## config.mk

```make
export PLATFORM = sky130hd
export DESIGN_NAME = mfx_nibble_xchg
export DESIGN_NICKNAME = d
export VERILOG_FILES = /design/src/rtl/mfx_pkg.sv /design/src/rtl/mfx_frame_track.sv /design/src/rtl/mfx_rx_collect.sv /design/src/rtl/mfx_irq_ctl.sv /design/src/rtl/mfx_nibble_xchg.sv
export SDC_FILE = /design/constraint.sdc
export NUM_CORES = 1
export LEC_CHECK = 0
export BUFFER_PORTS_ARGS = -buffer_cell sky130_fd_sc_hd__buf_2
export CORE_ASPECT_RATIO = 1.25
export CORE_MARGIN = 2
export CORE_UTILIZATION = 28
export CTS_BUF_LIST = sky130_fd_sc_hd__clkbuf_8
export CTS_CLUSTER_DIAMETER = 120
export DETAILED_ROUTE_END_ITERATION = 6
export GPL_ROUTABILITY_DRIVEN = 0
export SETUP_SLACK_MARGIN = 0.02
export SKIP_LAST_GASP = 1
export SYNTH_ARGS = -nofsm -noshare
export SYNTH_HDL_FRONTEND = slang
export SYNTH_SLANG_ARGS = --single-unit
```

## constraint.sdc

```tcl
create_clock -name clk -period 2.2 [get_ports clk]
set_input_delay 0.44 -clock clk [delete_from_list [all_inputs] [get_ports clk]]
set_output_delay 0.44 -clock clk [all_outputs]
set_load 0.1 [all_outputs]
```

## src/rtl/mfx_pkg.sv

```systemverilog
package mfx_pkg;
    typedef enum logic [0:0] {TRK_SEEK, TRK_LOCK} trk_state_t;
    typedef enum logic [0:0] {IRQ_IDLE, IRQ_PEND} irq_state_t;
endpackage

```

## src/rtl/mfx_frame_track.sv

```systemverilog
module mfx_frame_track
    import mfx_pkg::*;
#(
    parameter int FRAMES      = 20,
    parameter int BAUDS       = 48,
    parameter int LATCH_FRAME = 20,
    parameter int LATCH_BAUD  = 47,
    localparam int FW = $clog2(FRAMES + 1),
    localparam int BW = $clog2(BAUDS + 1)
) (
    input  logic          clk,
    input  logic          rst_n,
    input  logic          frame_start,
    input  logic          mf_sync,
    input  logic          baud_tick,
    output logic          aligned,
    output logic          fr_go,
    output logic [FW-1:0] fr_next,
    output logic          latch_ev
);
    trk_state_t    st_q, st_d;
    logic [FW-1:0] frame_q;
    logic [BW-1:0] baud_q;

    // state register
    always_ff @(posedge clk) begin
        if (!rst_n) st_q <= TRK_SEEK;
        else        st_q <= st_d;
    end

    // next state
    always_comb begin
        st_d = st_q;
        unique case (st_q)
            TRK_SEEK: if (frame_start && mf_sync) st_d = TRK_LOCK;
            TRK_LOCK: st_d = TRK_LOCK;
        endcase
    end

    // outputs
    always_comb begin
        aligned = (st_q == TRK_LOCK);
        fr_go   = frame_start && (mf_sync || st_q == TRK_LOCK);
        if (mf_sync || frame_q == FW'(FRAMES)) fr_next = FW'(1);
        else                                    fr_next = frame_q + FW'(1);
        latch_ev = (st_q == TRK_LOCK) && baud_tick && !frame_start &&
                   (baud_q == BW'(LATCH_BAUD - 1)) && (frame_q == FW'(LATCH_FRAME));
    end

    // position counters
    always_ff @(posedge clk) begin
        if (!rst_n) begin
            frame_q <= '0;
            baud_q  <= '0;
        end else if (fr_go) begin
            frame_q <= fr_next;
            baud_q  <= BW'(1);
        end else if (st_q == TRK_LOCK && baud_tick && baud_q != BW'(BAUDS)) begin
            baud_q <= baud_q + BW'(1);
        end
    end
endmodule

```

## src/rtl/mfx_rx_collect.sv

```systemverilog
module mfx_rx_collect #(
    parameter int FRAMES = 20,
    parameter int NSUB   = 5,
    parameter int NIB    = 4,
    localparam int FW      = $clog2(FRAMES + 1),
    localparam int SPACING = FRAMES / NIB,
    localparam int TOT     = NSUB * NIB
) (
    input  logic            clk,
    input  logic            rst_n,
    input  logic            fr_go,
    input  logic [FW-1:0]   fr_next,
    input  logic [NSUB-1:0] rx_sc_bits,
    input  logic            publish,
    output logic [TOT-1:0]  pub_q,
    output logic            changed
);
    logic [TOT-1:0] shadow_q;

    for (genvar s = 0; s < NSUB; s++) begin : g_sub
        for (genvar j = 0; j < NIB; j++) begin : g_bit
            localparam int FN  = 1 + j * SPACING;
            localparam int POS = s * NIB + (NIB - 1 - j);
            always_ff @(posedge clk) begin
                if (!rst_n)                           shadow_q[POS] <= 1'b0;
                else if (fr_go && fr_next == FW'(FN)) shadow_q[POS] <= rx_sc_bits[s];
            end
        end
    end

    always_ff @(posedge clk) begin
        if (!rst_n)       pub_q <= '0;
        else if (publish) pub_q <= shadow_q;
    end

    assign changed = (shadow_q != pub_q);
endmodule

```

## src/rtl/mfx_irq_ctl.sv

```systemverilog
module mfx_irq_ctl
    import mfx_pkg::*;
(
    input  logic clk,
    input  logic rst_n,
    input  logic set_req,
    input  logic clr_req,
    output logic status
);
    irq_state_t st_q, st_d;

    always_ff @(posedge clk) begin
        if (!rst_n) st_q <= IRQ_IDLE;
        else        st_q <= st_d;
    end

    always_comb begin
        st_d = st_q;
        unique case (st_q)
            IRQ_IDLE: if (set_req)             st_d = IRQ_PEND;
            IRQ_PEND: if (clr_req && !set_req) st_d = IRQ_IDLE;
        endcase
    end

    always_comb status = (st_q == IRQ_PEND);
endmodule

```

## src/rtl/mfx_nibble_xchg.sv

```systemverilog
module mfx_nibble_xchg #(
    parameter int FRAMES      = 20,
    parameter int BAUDS       = 48,
    parameter int LATCH_FRAME = 20,
    parameter int LATCH_BAUD  = 47,
    parameter int NSUB        = 5,
    parameter int NIB         = 4,
    parameter int REG_W       = 8
) (
    input  logic                clk,
    input  logic                rst_n,
    input  logic                te_mode,
    input  logic                irq_every_nibble,
    input  logic                irq_en,
    input  logic                frame_start,
    input  logic                mf_sync,
    input  logic                baud_tick,
    input  logic [NSUB-1:0]     rx_sc_bits,
    input  logic [REG_W-1:0]    host_tx_reg,
    input  logic                host_rd_rx,
    output logic                aligned,
    output logic [NIB-1:0]      tx_q_nibble,
    output logic [NSUB*NIB-1:0] rx_nibbles,
    output logic                irq_status,
    output logic                irq
);
    localparam int FW = $clog2(FRAMES + 1);

    logic          fr_go;
    logic [FW-1:0] fr_next;
    logic          latch_ev;
    logic          changed;
    logic          set_req;
    logic          unused_low;

    mfx_frame_track #(
        .FRAMES(FRAMES), .BAUDS(BAUDS),
        .LATCH_FRAME(LATCH_FRAME), .LATCH_BAUD(LATCH_BAUD)
    ) u_trk (
        .clk(clk), .rst_n(rst_n), .frame_start(frame_start), .mf_sync(mf_sync),
        .baud_tick(baud_tick), .aligned(aligned), .fr_go(fr_go),
        .fr_next(fr_next), .latch_ev(latch_ev)
    );

    mfx_rx_collect #(.FRAMES(FRAMES), .NSUB(NSUB), .NIB(NIB)) u_rx (
        .clk(clk), .rst_n(rst_n), .fr_go(fr_go), .fr_next(fr_next),
        .rx_sc_bits(rx_sc_bits), .publish(latch_ev), .pub_q(rx_nibbles),
        .changed(changed)
    );

    assign set_req = latch_ev && (!irq_every_nibble || changed);

    mfx_irq_ctl u_irq (
        .clk(clk), .rst_n(rst_n), .set_req(set_req), .clr_req(host_rd_rx),
        .status(irq_status)
    );

    always_ff @(posedge clk) begin
        if (!rst_n)                  tx_q_nibble <= '0;
        else if (latch_ev && te_mode) tx_q_nibble <= host_tx_reg[REG_W-1:REG_W-NIB];
    end

    assign unused_low = ^host_tx_reg[REG_W-NIB-1:0];
    assign irq = irq_status && irq_en;
endmodule

```

==> impl_metrics.toml, run 1 <==
[run_status]
status = "completed"

[yosys]
synth.top_cell.area_share = 0.430
syn-instance-count = 314
postSynthAreaPerCell_um2 = 8.45
ys_ff_latch = 57
syn_area_mm2 = 0.00265
synth_edf_count = 0
yosysUniqueCellTypes = 44
yosys_most_used_dff = "dfxtp_1"
synth_fp_nets = 341
yosys_warnings = 0
seq_area_frac_synth = 0.430
ys_top_cells_by_area = "dfxtp_1, nand2_1, a21oi_1, xnor2_1, mux2i_1"
async_flop_share = 0
yosysTopAreaCell = "dfxtp_1"

[placement]
place_area_mm2 = 0.00308
pre_cts_ws_ns = 0.138
portBuffers = 44
dp_hpwl_um = 4830

[cts]
clk_pin_slew_ns = 0.07
clockBufferDepth = 2
post_cts_resized = 0
cts_sinks = 57
tritoncts = "done"
root_buffer = "clkbuf_8"
cts_hold_buf = 0
post_cts_buffers = 0
numCtsBuffers = 9
clk_latency_ns = 0.34
cts-htree-levels = 3

[timing]
timing.final.crit_share = 0.944
worst_slew_pin_slew_ns = 0.564
worst_slack_ns = 0.123
tns_ns = 0
fmax_mhz = 482
rsz0062_at_grt = "no"
hold_viol_final = 0
setup_viol = 0
slew_viol_final = 0
clock_skew_ns = 0.00876
slew_headroom = 0.621
period_needed_ns = 2.08

[setup_path]
max_stage_delay_ns = 0.53
startpoint_type = "flip-flop"
required_ns = 2.42
critPathKind = "reg2reg"
worstPathCellList = "inv_1, ha_4, and4b_1, or3_1, or4_4, mux2i_1"
r2r_setup_slack_ns = 0.12
critical_path.max_fanout = 6
end_kind = "flip-flop"
arrival_ns = 2.30
crit_slowest_cell = "or4_4"

[layout]
area_growth_pct = 24.6
fillers = 975
drive_gt1_frac = 0.221
antennaDiodeCount = 0
nets = 393
final_common_cell = "nand2_1"
layout_common_cells = "nand2_1, dfxtp_1, buf_2"
fin_area_mm2 = 0.00331

[floorplan]
die-area_mm2 = 0.0103
dieWidth_um = 91.1
num_rows = 39
initial_core_util = 0.289
coreArea_mm2 = 0.00917
die_h_um = 113
pin_count = 49

[power]
p_seq_frac = 0.458
combinationalPowerShare = 0.059
power.share.clock = 0.483
switching_share = 0.246
leakagePower_nw = 1.28
p_per_area_mw_per_mm2 = 698
power.internal_mw = 1.74
ir_drop_mv = 0.321
p_switching_uw = 567
p_total_mw = 2.31

[detailed_routing]
vias_per_cell = 4.82
drtAntennaViolNets = 0
first_pass_iters = 4
num_vias = 2382
avgRoutedWirePerCell_um = 13.2
totalWireLength_um = 6530
initialDrtViolationCount = 131
drc = 0

[global_route]
grt_pass1_wl_um = 10700
grt_max_degree = 30
track_usage = 0.129
grt_remaining_overflow = 0
antenna_found_initial = 0
grt_pass1_vias = 2233

[min_path]
hold_class = "in2reg"

[job]
cap_violations = 0
## cells by family (layout without fill, tap and decap cells)
| family | after synthesis | count (layout) | share of synthesized area |
|---|---|---|---|
| fa+ha+maj | 5 | 5 | 0.0236 |
| xor+xnor | 24 | 24 | 0.0792 |
| mux | 16 | 16 | 0.0603 |
| flops | 57 | 57 | 0.430 |
| compound gates | 61 | 61 | 0.134 |
| buf+inv | 22 | 79 | 0.0387 |
| simple gates | 129 | 129 | 0.234 |
## sequential cells by signal (all words and copies together), names as in the netlist
register       count
u_rx.pub_q        20
u_trk.aligned      1
tx_q_nibble        4
u_irq.status       1
u_rx.shadow_q     20
u_trk.frame_q      5
u_trk.baud_q       6
## power groups by stage
stage / Clock (mW) / Combinational (mW) / Sequential, mW
3_5_place_dp: 0 / 0.137 / 1.08
3_3_place_gp: 0 / 0.134 / 1.08
2_1_floorplan: 0 / 0.0787 / 1.09
4_1_cts: 1.14 / 0.137 / 1.06
5_1_grt: 1.19 / 0.151 / 1.06
6_report: 1.11 / 0.137 / 1.06
## path summary, 6_finish.rpt
kind               startpoint           endpoint  depth (start not counted)
max reg2reg  u_trk.frame_q[1]  u_rx.shadow_q[18]                          6
max          u_trk.frame_q[1]  u_rx.shadow_q[18]                          6
min            host_tx_reg[5]     tx_q_nibble[1]                          3
min reg2reg    tx_q_nibble[1]     tx_q_nibble[1]                          2
## critical path, delay by kind of cell, from the launching register on
| family | cells | cell delay (ns) |
|---|---|---|
| and+or+nand+nor | 3 | 1.20 |
| DFF | 1 | 0.37 |
| adders and majority gates | 1 | 0.17 |
| muxes | 1 | 0.15 |
| buffers and inverters | 1 | 0.08 |
## cells in the mapped netlist (all sizes together), types with 2 or more instances
library cell  count
o31ai             5
xor2              4
ha                5
nor3b             2
clkbuf           12
or3               4
nor4              4
nor2             11
nand2            74
a21oi            39
xnor2            20
nor3              3
mux2i            16
o2111ai           2
and3              2
o21ai             5
and4              2
inv               6
buf               4
dfxtp            57
and4b             2
nand4            10
nand3             9
## stage by stage
step | std cells | hold WS (ns) | util
6_report | 494 | 0.361 | 0.360
4_1_cts | 494 | 0.351 | 0.360
2_1_floorplan | 314 | 0.461 | -
3_5_place_dp | 478 | 0.444 | 0.336
3_3_place_gp | 478 | 0.438 | 0.336
5_1_grt | 494 | 0.361 | 0.360
## cell type report
| type | instances | area, um^2 | area share |
|---|---|---|---|
| Inverter | 6 | 25.0 | 0.00757 |
| Clock inverter | 7 | 103 | 0.0310 |
| Multi-Input combinational cell | 235 | 1420 | 0.431 |
| Clock buffer | 9 | 124 | 0.0375 |
| Timing Repair Buffer | 57 | 330 | 0.0999 |
| Tap cell | 123 | 154 | 0.0465 |
| Sequential cell | 57 | 1150 | 0.347 |
## metal layers
layer	GRT usage	wire, um
met3	0.0353	247
met4	0.0515	87
met1	0.145	2790
met5	0	0
met2	0.232	3410
Note: power is estimated with default switching activity, not from simulation.
==> inputs of run 2 (changes only) <==
Settings changed: CORE_UTILIZATION 28 to 45, PLACE_DENSITY set to 0.69.
==> impl_metrics.toml, run 2 (synthesis gave the netlist of run 1 again) <==
[setup_path]
r2r_end = "u_rx.shadow_q[10]"
end_kind = "flip-flop"
startpoint_type = "flip-flop"
r2r_setup_slack_ns = 0.14
required_ns = 2.42
crit-reg2reg-launch = "u_trk.frame_q[1]"
r2r_cells = 6
critical_path.max_fanout = 6
critPathKind = "reg2reg"
arrival_ns = 2.28

[cts]
root_buffer = "clkbuf_8"
clk_pin_slew_ns = 0.07
clockBufferDepth = 2
cts-htree-levels = 3
cts_sinks = 57
post_cts_resized = 0
numCtsBuffers = 9
post_cts_buffers = 0
tritoncts = "done"
clk_latency_ns = 0.33
cts_hold_buf = 0

[min_path]
holdPathStages = 3
hp-start = "host_tx_reg[6]"
hold_class = "in2reg"
min_delay_worst_endpoint = "tx_q_nibble[2]"

[power]
leakagePower_nw = 1.28
ir_drop_mv = 0.402
p_per_area_mw_per_mm2 = 710
p_total_mw = 2.28

[run_status]
status = "completed"

[detailed_routing]
drtAntennaViolNets = 0
vias_per_cell = 5.42
totalWireLength_um = 6070
wl_met2_um = 3070
avgRoutedWirePerCell_um = 13.9
route.met3.wl_um = 222
met1_length_um = 2690
num_vias = 2365
initialDrtViolationCount = 150
first_pass_iters = 4
drc = 0
top_layer = "met4"

[layout]
drive_gt1_frac = 0.216
layout_common_cells = "nand2_1, dfxtp_1, buf_2"
fin_area_mm2 = 0.00321
antennaDiodeCount = 0
area_growth_pct = 20.9
reg.largest.list = "u_rx.pub_q (20), u_rx.shadow_q (20), u_trk.baud_q (6)"
final_common_cell = "nand2_1"
nets = 392

[timing]
fmax_mhz = 485
hold_viol_final = 0
setup_viol = 0
period_needed_ns = 2.06
clock_skew_ns = 0.0117
slew_headroom = 0.606
timing.final.crit_share = 0.937
worst_slew_pin_slew_ns = 0.586
tns_ns = 0
slew_viol_final = 0
rsz0062_at_grt = "no"

[placement]
place_area_mm2 = 0.00299
dp_hpwl_um = 4380
portBuffers = 44

[floorplan]
pin_count = 49
coreArea_mm2 = 0.00574
initial_core_util = 0.462
die-area_mm2 = 0.00653
num_rows = 31
die_h_um = 89.9
dieWidth_um = 72.7

[global_route]
grt_remaining_overflow = 0
grt_pass1_vias = 2194
grt_max_degree = 29
antenna_found_initial = 0
grt_pass1_wl_um = 10200
track_usage = 0.198

[job]
cap_violations = 0
run 2: final cells by class:
class	count	area (um^2)
fillers	555	2530
multi-input cells	235	1420
flip-flops and latches	57	1150
repair buffers	56	310
clock buffers	10	138
clock inverters	6	82.6
well taps	66	82.6
inverters	6	25.0
run 2: worst max-delay path: stages, from the launching register on:
cell and delay [ns]:
dfxtp_2 0.38, inv_1 0.08, ha_4 0.16, and4b_1 0.17, or3_1 0.48, or4_4 0.53
mux2i_1 0.15
run 2: worst max-delay path by stage:
stage / from / cells past startpoint / to
floorplan: u_trk.frame_q[0] / 9 / u_rx.shadow_q[10]
global placement: u_trk.frame_q[1] / 6 / u_rx.shadow_q[18]
detailed placement: u_trk.frame_q[1] / 6 / u_rx.shadow_q[18]
CTS: u_trk.frame_q[1] / 6 / u_rx.shadow_q[18]
global route: u_trk.frame_q[1] / 6 / u_rx.shadow_q[10]
finish: u_trk.frame_q[1] / 6 / u_rx.shadow_q[10]
run 2: stage by stage:
stage	setup slack [ns]	util	hold WS, ns	cells
finish	0.138	0.559	0.359	436
floorplan	0.0633	-	0.461	314
global route	0.0691	0.559	0.371	436
global placement	0.181	0.521	0.436	420
CTS	0.147	0.559	0.349	436
detailed placement	0.157	0.521	0.444	420
run 2: metal layers:
metal | vias to the layer above | track usage
met3 | 9 | 0.0426
li1 | 1196 | -
met1 | 1110 | 0.241
met4 | 0 | 0.0787
met5 | - | 0
met2 | 50 | 0.333
run 2: power breakdown:
| group | switching (mW) | internal (mW) |
|---|---|---|
| Combinational | 0.0827 | 0.0522 |
| Sequential | 0.0159 | 1.04 |
| Clock | 0.420 | 0.662 |
